### src/rtl/inv_walk_pkg.sv
package inv_walk_pkg;

    typedef enum logic {
        WALK_IDLE = 1'b0,
        WALK_BUSY = 1'b1
    } walk_state_e;

    typedef struct packed {
        logic strobe;
        logic stall;
    } walk_status_t;

    // A command is accepted only when the sequencer is idle.
    function automatic logic accept_cmd(input logic wr_en,
                                        input logic cmd_bit,
                                        input walk_state_e st);
        return wr_en && cmd_bit && (st == WALK_IDLE);
    endfunction

    function automatic logic at_last_set(input int unsigned idx,
                                         input int unsigned num_sets);
        return idx == (num_sets - 1);
    endfunction

endpackage

### src/rtl/inv_cmd_port.sv
module inv_cmd_port
    import inv_walk_pkg::*;
#(
    parameter int unsigned CTRL_W  = 8,
    parameter int unsigned INV_BIT = 0
) (
    input  logic              wr_en,
    input  logic [CTRL_W-1:0] wr_data,
    input  walk_state_e       walk_st,
    output logic              start,
    output logic [CTRL_W-1:0] rd_data
);

    always_comb begin
        start = accept_cmd(wr_en, wr_data[INV_BIT], walk_st);
    end

    // Readback: the command bit mirrors the sweep state; all other bits are zero.
    always_comb begin
        rd_data          = '0;
        rd_data[INV_BIT] = (walk_st == WALK_BUSY);
    end

endmodule

### src/rtl/inv_set_walker.sv
module inv_set_walker
    import inv_walk_pkg::*;
#(
    parameter int unsigned NUM_SETS = 512,
    parameter int unsigned IDX_W    = $clog2(NUM_SETS)
) (
    input  logic             clk,
    input  logic             rst,
    input  logic             start,
    output walk_state_e      walk_st,
    output logic [IDX_W-1:0] idx,
    output walk_status_t     status
);

    localparam logic [IDX_W-1:0] LAST_IDX = IDX_W'(NUM_SETS - 1);

    walk_state_e      st_q;
    logic [IDX_W-1:0] idx_q;
    logic             last;

    always_comb begin
        last = at_last_set(32'(idx_q), NUM_SETS);
    end

    always_ff @(posedge clk) begin
        if (rst) begin
            st_q  <= WALK_IDLE;
            idx_q <= '0;
        end else begin
            case (st_q)
                WALK_IDLE: begin
                    if (start) begin
                        st_q  <= WALK_BUSY;
                        idx_q <= '0;
                    end
                end
                WALK_BUSY: begin
                    if (last) begin
                        st_q  <= WALK_IDLE;
                        idx_q <= '0;
                    end else begin
                        idx_q <= idx_q + 1'b1;
                    end
                end
                default: begin
                    st_q  <= WALK_IDLE;
                    idx_q <= '0;
                end
            endcase
        end
    end

    always_comb begin
        walk_st       = st_q;
        idx           = idx_q;
        status.strobe = (st_q == WALK_BUSY);
        status.stall  = (st_q == WALK_BUSY);
    end


    idx_step_chk: assert property (@(posedge clk) disable iff (rst)
        (status.strobe && idx_q != LAST_IDX) |=> (status.strobe && idx_q == $past(idx_q) + 1'b1));


    stall_fall_chk: assert property (@(posedge clk) disable iff (rst)
        ($fell(status.stall) && !$past(rst)) |-> ($past(idx_q) == LAST_IDX));

endmodule

### src/rtl/inv_walk_ctrl.sv
module inv_walk_ctrl
    import inv_walk_pkg::*;
#(
    parameter int unsigned NUM_SETS = 512,
    parameter int unsigned CTRL_W   = 8,
    parameter int unsigned INV_BIT  = 0
) (
    input  logic                        clk,
    input  logic                        rst,
    input  logic                        cfg_wr_en,
    input  logic [CTRL_W-1:0]           cfg_wr_data,
    output logic [CTRL_W-1:0]           cfg_rd_data,
    output logic                        vld_clr_stb,
    output logic [$clog2(NUM_SETS)-1:0] vld_clr_idx,
    output logic                        bus_stall
);

    localparam int unsigned       IDX_W    = $clog2(NUM_SETS);
    localparam logic [IDX_W-1:0]  LAST_IDX = IDX_W'(NUM_SETS - 1);
    localparam logic [CTRL_W-1:0] CMD_MASK = CTRL_W'(1) << INV_BIT;

    walk_state_e      walk_st;
    walk_status_t     status;
    logic             start;
    logic [IDX_W-1:0] idx;

    inv_cmd_port #(
        .CTRL_W  (CTRL_W),
        .INV_BIT (INV_BIT)
    ) u_cmd (
        .wr_en   (cfg_wr_en),
        .wr_data (cfg_wr_data),
        .walk_st (walk_st),
        .start   (start),
        .rd_data (cfg_rd_data)
    );

    inv_set_walker #(
        .NUM_SETS (NUM_SETS),
        .IDX_W    (IDX_W)
    ) u_walk (
        .clk     (clk),
        .rst     (rst),
        .start   (start),
        .walk_st (walk_st),
        .idx     (idx),
        .status  (status)
    );

    always_comb begin
        vld_clr_stb = status.strobe;
        vld_clr_idx = idx;
        bus_stall   = status.stall;
    end


    start_chk: assert property (@(posedge clk) disable iff (rst)
        (!bus_stall && cfg_wr_en && cfg_wr_data[INV_BIT]) |=> (bus_stall && vld_clr_stb && vld_clr_idx == '0));


    no_start_chk: assert property (@(posedge clk) disable iff (rst)
        (!bus_stall && !(cfg_wr_en && cfg_wr_data[INV_BIT])) |=> (!bus_stall && !vld_clr_stb));


    readback_chk: assert property (@(posedge clk) disable iff (rst)
        (cfg_rd_data[INV_BIT] == bus_stall) && ((cfg_rd_data & ~CMD_MASK) == '0));


    busy_ignore_chk: assert property (@(posedge clk) disable iff (rst)
        (bus_stall && cfg_wr_en && cfg_wr_data[INV_BIT] && vld_clr_idx != LAST_IDX)
            |=> (bus_stall && vld_clr_idx == $past(vld_clr_idx) + 1'b1));


    reset_idle_chk: assert property (@(posedge clk)
        rst |=> (!bus_stall && !vld_clr_stb && cfg_rd_data == '0));

endmodule

### config.mk
export PLATFORM = sky130hd
export DESIGN_NAME = inv_walk_ctrl
export DESIGN_NICKNAME = d
export VERILOG_FILES = /design/src/rtl/inv_walk_pkg.sv /design/src/rtl/inv_cmd_port.sv /design/src/rtl/inv_set_walker.sv /design/src/rtl/inv_walk_ctrl.sv
export SDC_FILE = /design/constraint.sdc
export NUM_CORES = 1
export LEC_CHECK = 0
export ABC_CLOCK_PERIOD_IN_PS = 1900
export BUFFER_PORTS_ARGS = -buffer_cell sky130_fd_sc_hd__buf_2
export CAP_MARGIN = 10
export CORE_MARGIN = 2
export CORE_UTILIZATION = 43
export DETAILED_ROUTE_END_ITERATION = 8
export PLACE_DENSITY = 0.76
export RECOVER_POWER = 25
export SLEW_MARGIN = 20
export SYNTH_ARGS = -nofsm -noshare
export SYNTH_HDL_FRONTEND = slang
export SYNTH_HIERARCHICAL = 1
export SYNTH_SLANG_ARGS = --single-unit
### constraint.sdc
create_clock -name clk -period 1.9 [get_ports clk]
set_input_delay 0.38 -clock clk [delete_from_list [all_inputs] [get_ports clk]]
set_output_delay 0.38 -clock clk [all_outputs]
set_load 0.05 [all_outputs]
# After elaboration in Yosys (flattened, before gate mapping)
# Index checks and enable logic that the tools add are counted.
# word_totals
word_cells	14
input_bits	11
output_inout_bits	19
regBits	10
# classes
muxes	6
reduce_logical	2
eq_ne	2
bitwise_logic	1
n_addsub	1
# op_table
op	n
2-to-1 mux 9 bit	2
one-hot mux 9 bit (2 select lines)	1
adder 9 x 1 -> 9 bit (second input constant)	1
== test 9 bit (second input constant)	1
logical AND 1 bit	2
2-to-1 mux 1 bit	2
!= test 2 bit (second input constant)	1
one-hot mux 1 bit (2 select lines)	1
inverter 1 bit	1

# Logic depth before layout (Yosys ltp)
# logic_depth
ltp_word	4
ltp_mapped	8
mapped_depth_nobuf	7

# Hierarchy
# The synthesis kept the hierarchy.
# by_module_without_submodules
mod	n_inst	cells_each	seq_area_each_um2	area_each_um2
inv_set_walker	1	62	200.2	534.3
inv_cmd_port	1	10	0.0	72.6

# Worst setup path after synthesis
# No wires, ideal clock.
# synth_path
path_type	register to register
from	register u_walk.idx_q[0], in the netlist u_walk/idx[0]
to	register u_walk.idx_q[3], in the netlist u_walk/idx[3]
arrival_time_ns	1.860
path_stages_with_launch	9
path_buffers	1
setup_slack_ns	-0.117
synth_period_minus_slack_ns	2.017
setup_ns	0.157
t_required_ns	1.743
path_cell_list	dfxtp_1 ha_1 nand3_1 nor2_1 ha_1 nor2b_1 buf_2 a41oi_1 a211oi_1
# synth_via
elab_chain_cells	3
word_cells_on_any_way	4
cone_classes	1 x add/sub; 1 x eq/ne; 2 x mux
# synth_lines
item	line_no	rtl
start, declared	inv_set_walker.sv:18	logic [IDX_W-1:0] idx_q;
start signal, assigned	inv_set_walker.sv:42	idx_q <= idx_q + 1'b1;
adder 9 x 1 -> 9 bit / == test 9 bit (equally long branches)	inv_set_walker.sv:42, inv_walk_pkg.sv:22	
2-to-1 mux 9 bit (*)	inv_set_walker.sv:38	if (last) begin
one-hot mux 9 bit (2 select lines) (*)	inv_set_walker.sv:30	case (st_q)
# Mark *: on every way between the ends. The rest lies on a longest branch, timed or not.
# A chain may end at the register's enable or synchronous reset.

# Final worst setup path
# layout_path
from	register u_walk.idx_q[0], in the netlist u_walk/idx[0]
to	register u_walk.idx_q[7], in the netlist u_walk/idx[7]
# The elaborated chain is that of the path after synthesis.

==> flow_metrics.py <==
metrics = {
    "outcome": {
        "outcome": "complete, no violations",
    },
    "detailed_routing": {
        "vias": 545,
        "antenna_left": 0,
        "drt_iter0_drc": 18,
        "via_per_inst": 5.45,
        "wire_per_inst_um": 12.5,
        "drc_errors": 0,
        "routed_wl_um": 1250,
        "drtPass1Iterations": 4,
    },
    "critical_path": {
        "critical_path_class": "reg -> reg",
        "cp_data_required_time_ns": 2.09,
        "crit_path_start_kind": "flip-flop",
        "cp_max_fo": 5,
        "r2r_start": "u_walk/idx[0]",
        "worstPathArrival_ns": 1.97,
        "end_kind": "flip-flop",
        "critical_path.startpoint": "u_walk/idx[0]",
    },
    "finish": {
        "layout.cells.non_filler": 100,
        "final_cell_mix": "10 x buf_2, 8 x dfxtp_1, 7 x conb_1",
        "antenna_cells": 0,
        "fin_nets": 101,
        "syn2layout_area_growth_pct": 10.5,
        "drive_above_1_share_pct": 22.4,
        "final_common_cell": "buf_2",
        "final_util_pct": 50.9,
    },
    "yosys": {
        "syn_inst": 72,
        "synth_seq_area_share_pct": 33.0,
        "synth-seq-cells": 10,
        "synth_top_cell_area_share_pct": 33.0,
        "synth.cell_area_um2": 607,
        "yosysUniqueCellTypes": 26,
        "synth.avg_cell_area_um2": 8.43,
        "synthTopCellsByArea": "dfxtp_1 33%, buf_4 12%, ha_1 6.2%, or4_1 4.9%, a21oi_1 4.1%",
        "synth_top_area_cell": "dfxtp_1",
        "ys_warn_count": 6,
    },
    "clocking": {
        "cts-root-buf": "clkbuf_4",
        "clk_pin_slew_ns": 0.06,
        "clockBufferDepth": 2,
        "cts_hold_buf": 0,
        "cts_made_buffers": 3,
        "clock-sinks": 10,
        "cts_tree": "yes",
        "h-tree-depth": 1,
        "clkLatencyLatePin_ns": 0.26,
    },
    "timing": {
        "hold_viol": 0,
        "finClkSkew_ns": 0.00259,
        "finalCriticalPeriod_ns": 1.79,
        "holdWs_ns": 0.427,
        "max_slew.worst_pin.slew_ns": 0.596,
        "timing.fmax_mhz": 560,
        "relSlewSlack_pct": 60.4,
        "tns_ns": 0,
        "setup_viol_count_final": 0,
        "rsz0062_at_grt": "false",
        "min_period_over_period_pct": 94.0,
        "drv_slew": 0,
        "setup_slack_ns": 0.113,
    },
    "floorplan": {
        "die-area_um2": 1730,
        "start_util_pct": 46.1,
        "design.core.area_um2": 1320,
        "io_pins": 30,
        "fp.dieW_um": 41.6,
        "core.rowCount": 13,
        "die_h_um": 41.6,
    },
    "power": {
        "p_leak_uw": 0.000277,
        "switching_share_pct": 33.0,
        "power_frac_seq_pct": 48.9,
        "vdd_ir_drop_max_mv": 0.373,
        "p_int_uw": 302,
        "power_frac_comb_pct": 20.1,
        "clkPwrFrac_pct": 31.0,
        "p_sw_uw": 149,
        "pwr_density_cell_nw_per_um2": 673,
    },
    "global_routing": {
        "grt_pass1_vias": 463,
        "globalRouteMet3Util_pct": 8.26,
        "grt_pass1_wl_um": 2010,
        "grt_usage_pct": 15.2,
        "grt.busiest_layer": "met2",
        "grt_overflow_total": 0,
        "grtUsageMet1_pct": 17.2,
        "grt.met2_usage_pct": 24.7,
        "antenna_found_initial": 0,
        "grt_max_degree": 13,
    },
    "min_path": {
        "hp-start": "rst",
        "min_path_type": "in -> reg",
    },
    "place": {
        "hpwl_um": 899,
        "io_buffers": 15,
        "gp_congestion": 0.793,
        "dp.cells": 97,
        "dpl_worst_slack_ns": 0.0578,
    },
    "run": {
        "drv_cap": 0,
    },
}
-- worst max-delay path, stage by stage, from the launching register on --
cell and delay, ns:
dfxtp_2 0.34, ha_1 0.22, nand3_1 0.08, nor2_1 0.06, ha_1 0.21, nand2b_1 0.20
or4_1 0.43, a31oi_1 0.18
-- stage by stage --
| step | area [um^2] | total power [uW] |
|---|---|---|
| 2_1_floorplan | 632 | 320 |
| 3_3_place_gp | 652 | 314 |
| 3_5_place_dp | 652 | 315 |
| 4_1_cts | 674 | 459 |
| 5_1_grt | 671 | 480 |
| 6_report | 671 | 451 |
-- layer usage --
| layer | wire, um | share of wire (%) |
|---|---|---|
| met1 | 561 | 45 |
| met2 | 589 | 47 |
| met3 | 94 | 7.5 |
| met4 | 6 | 0.48 |
| met5 | 0 | 0 |
-- cell type report --
class / count / area, um^2
sequential: 10 / 203
inverter: 1 / 3.75
timing repair buffer: 17 / 83.8
clock buffer: 3 / 22.5
fill: 133 / 647
multi-input combinational: 54 / 339
tap: 15 / 18.8
-- repair_timing --
action / CTS / global route
resized for setup: 0 / 1
setup endpoints to repair: 0 / 5
buffers inserted: 0 / 0
-- cell usage after synthesis --
cell / number
a21oi_1: 5
o221ai_1: 1
nand3_1: 4
buf_4: 10
clkbuf_1: 1
nor2b_1: 1
conb_1: 1
a31oi_1: 2
nand4_2: 1
a41oi_1: 1
a211oi_1: 1
or4_1: 4
o21ai_0: 2
nand3b_1: 1
buf_2: 2
nand2b_1: 2
inv_1: 1
nor3b_1: 2
nand2_1: 4
dfxtp_1: 10
a22oi_1: 1
mux2i_1: 2
nor2_1: 6
o211ai_1: 3
and3b_1: 1
ha_1: 3
-- state kept, by name, indices dropped and copies added (netlist names) --
name / cells
u_walk/walk_st: 1
u_walk/idx: 9
-- final timing paths --
kind | to | slack [ns] | cells after the start
max reg2reg | u_walk/idx[7] | 0.11 | 7
min reg2reg | u_walk/idx[1] | 0.53 | 2
min | u_walk/idx[1] | 0.43 | 2
max | u_walk/idx[7] | 0.11 | 7
-- power by group through the flow --
stage	logic (uW)	registers, uW	clock network [uW]
after detailed placement	90.1	225	0
after global placement	88.8	225	0
after CTS	90.1	220	148
final	90.7	220	140
after floorplan	90.7	229	0
after global routing	95.2	221	164
-- cells by family after synthesis --
| family | after synthesis | share of synthesized area [%] |
|---|---|---|
| AND/OR/NAND/NOR | 26 | 24.7 |
| AO/OA/AOI/OAI | 16 | 16.9 |
| buffers and inverters | 14 | 15.3 |
| flip-flops | 10 | 33.0 |
| adder cells (fa/ha/maj) | 3 | 6.19 |
| multiplexers | 2 | 3.30 |
| other | 1 | 0.618 |
Power figures use the tool's default switching activity.
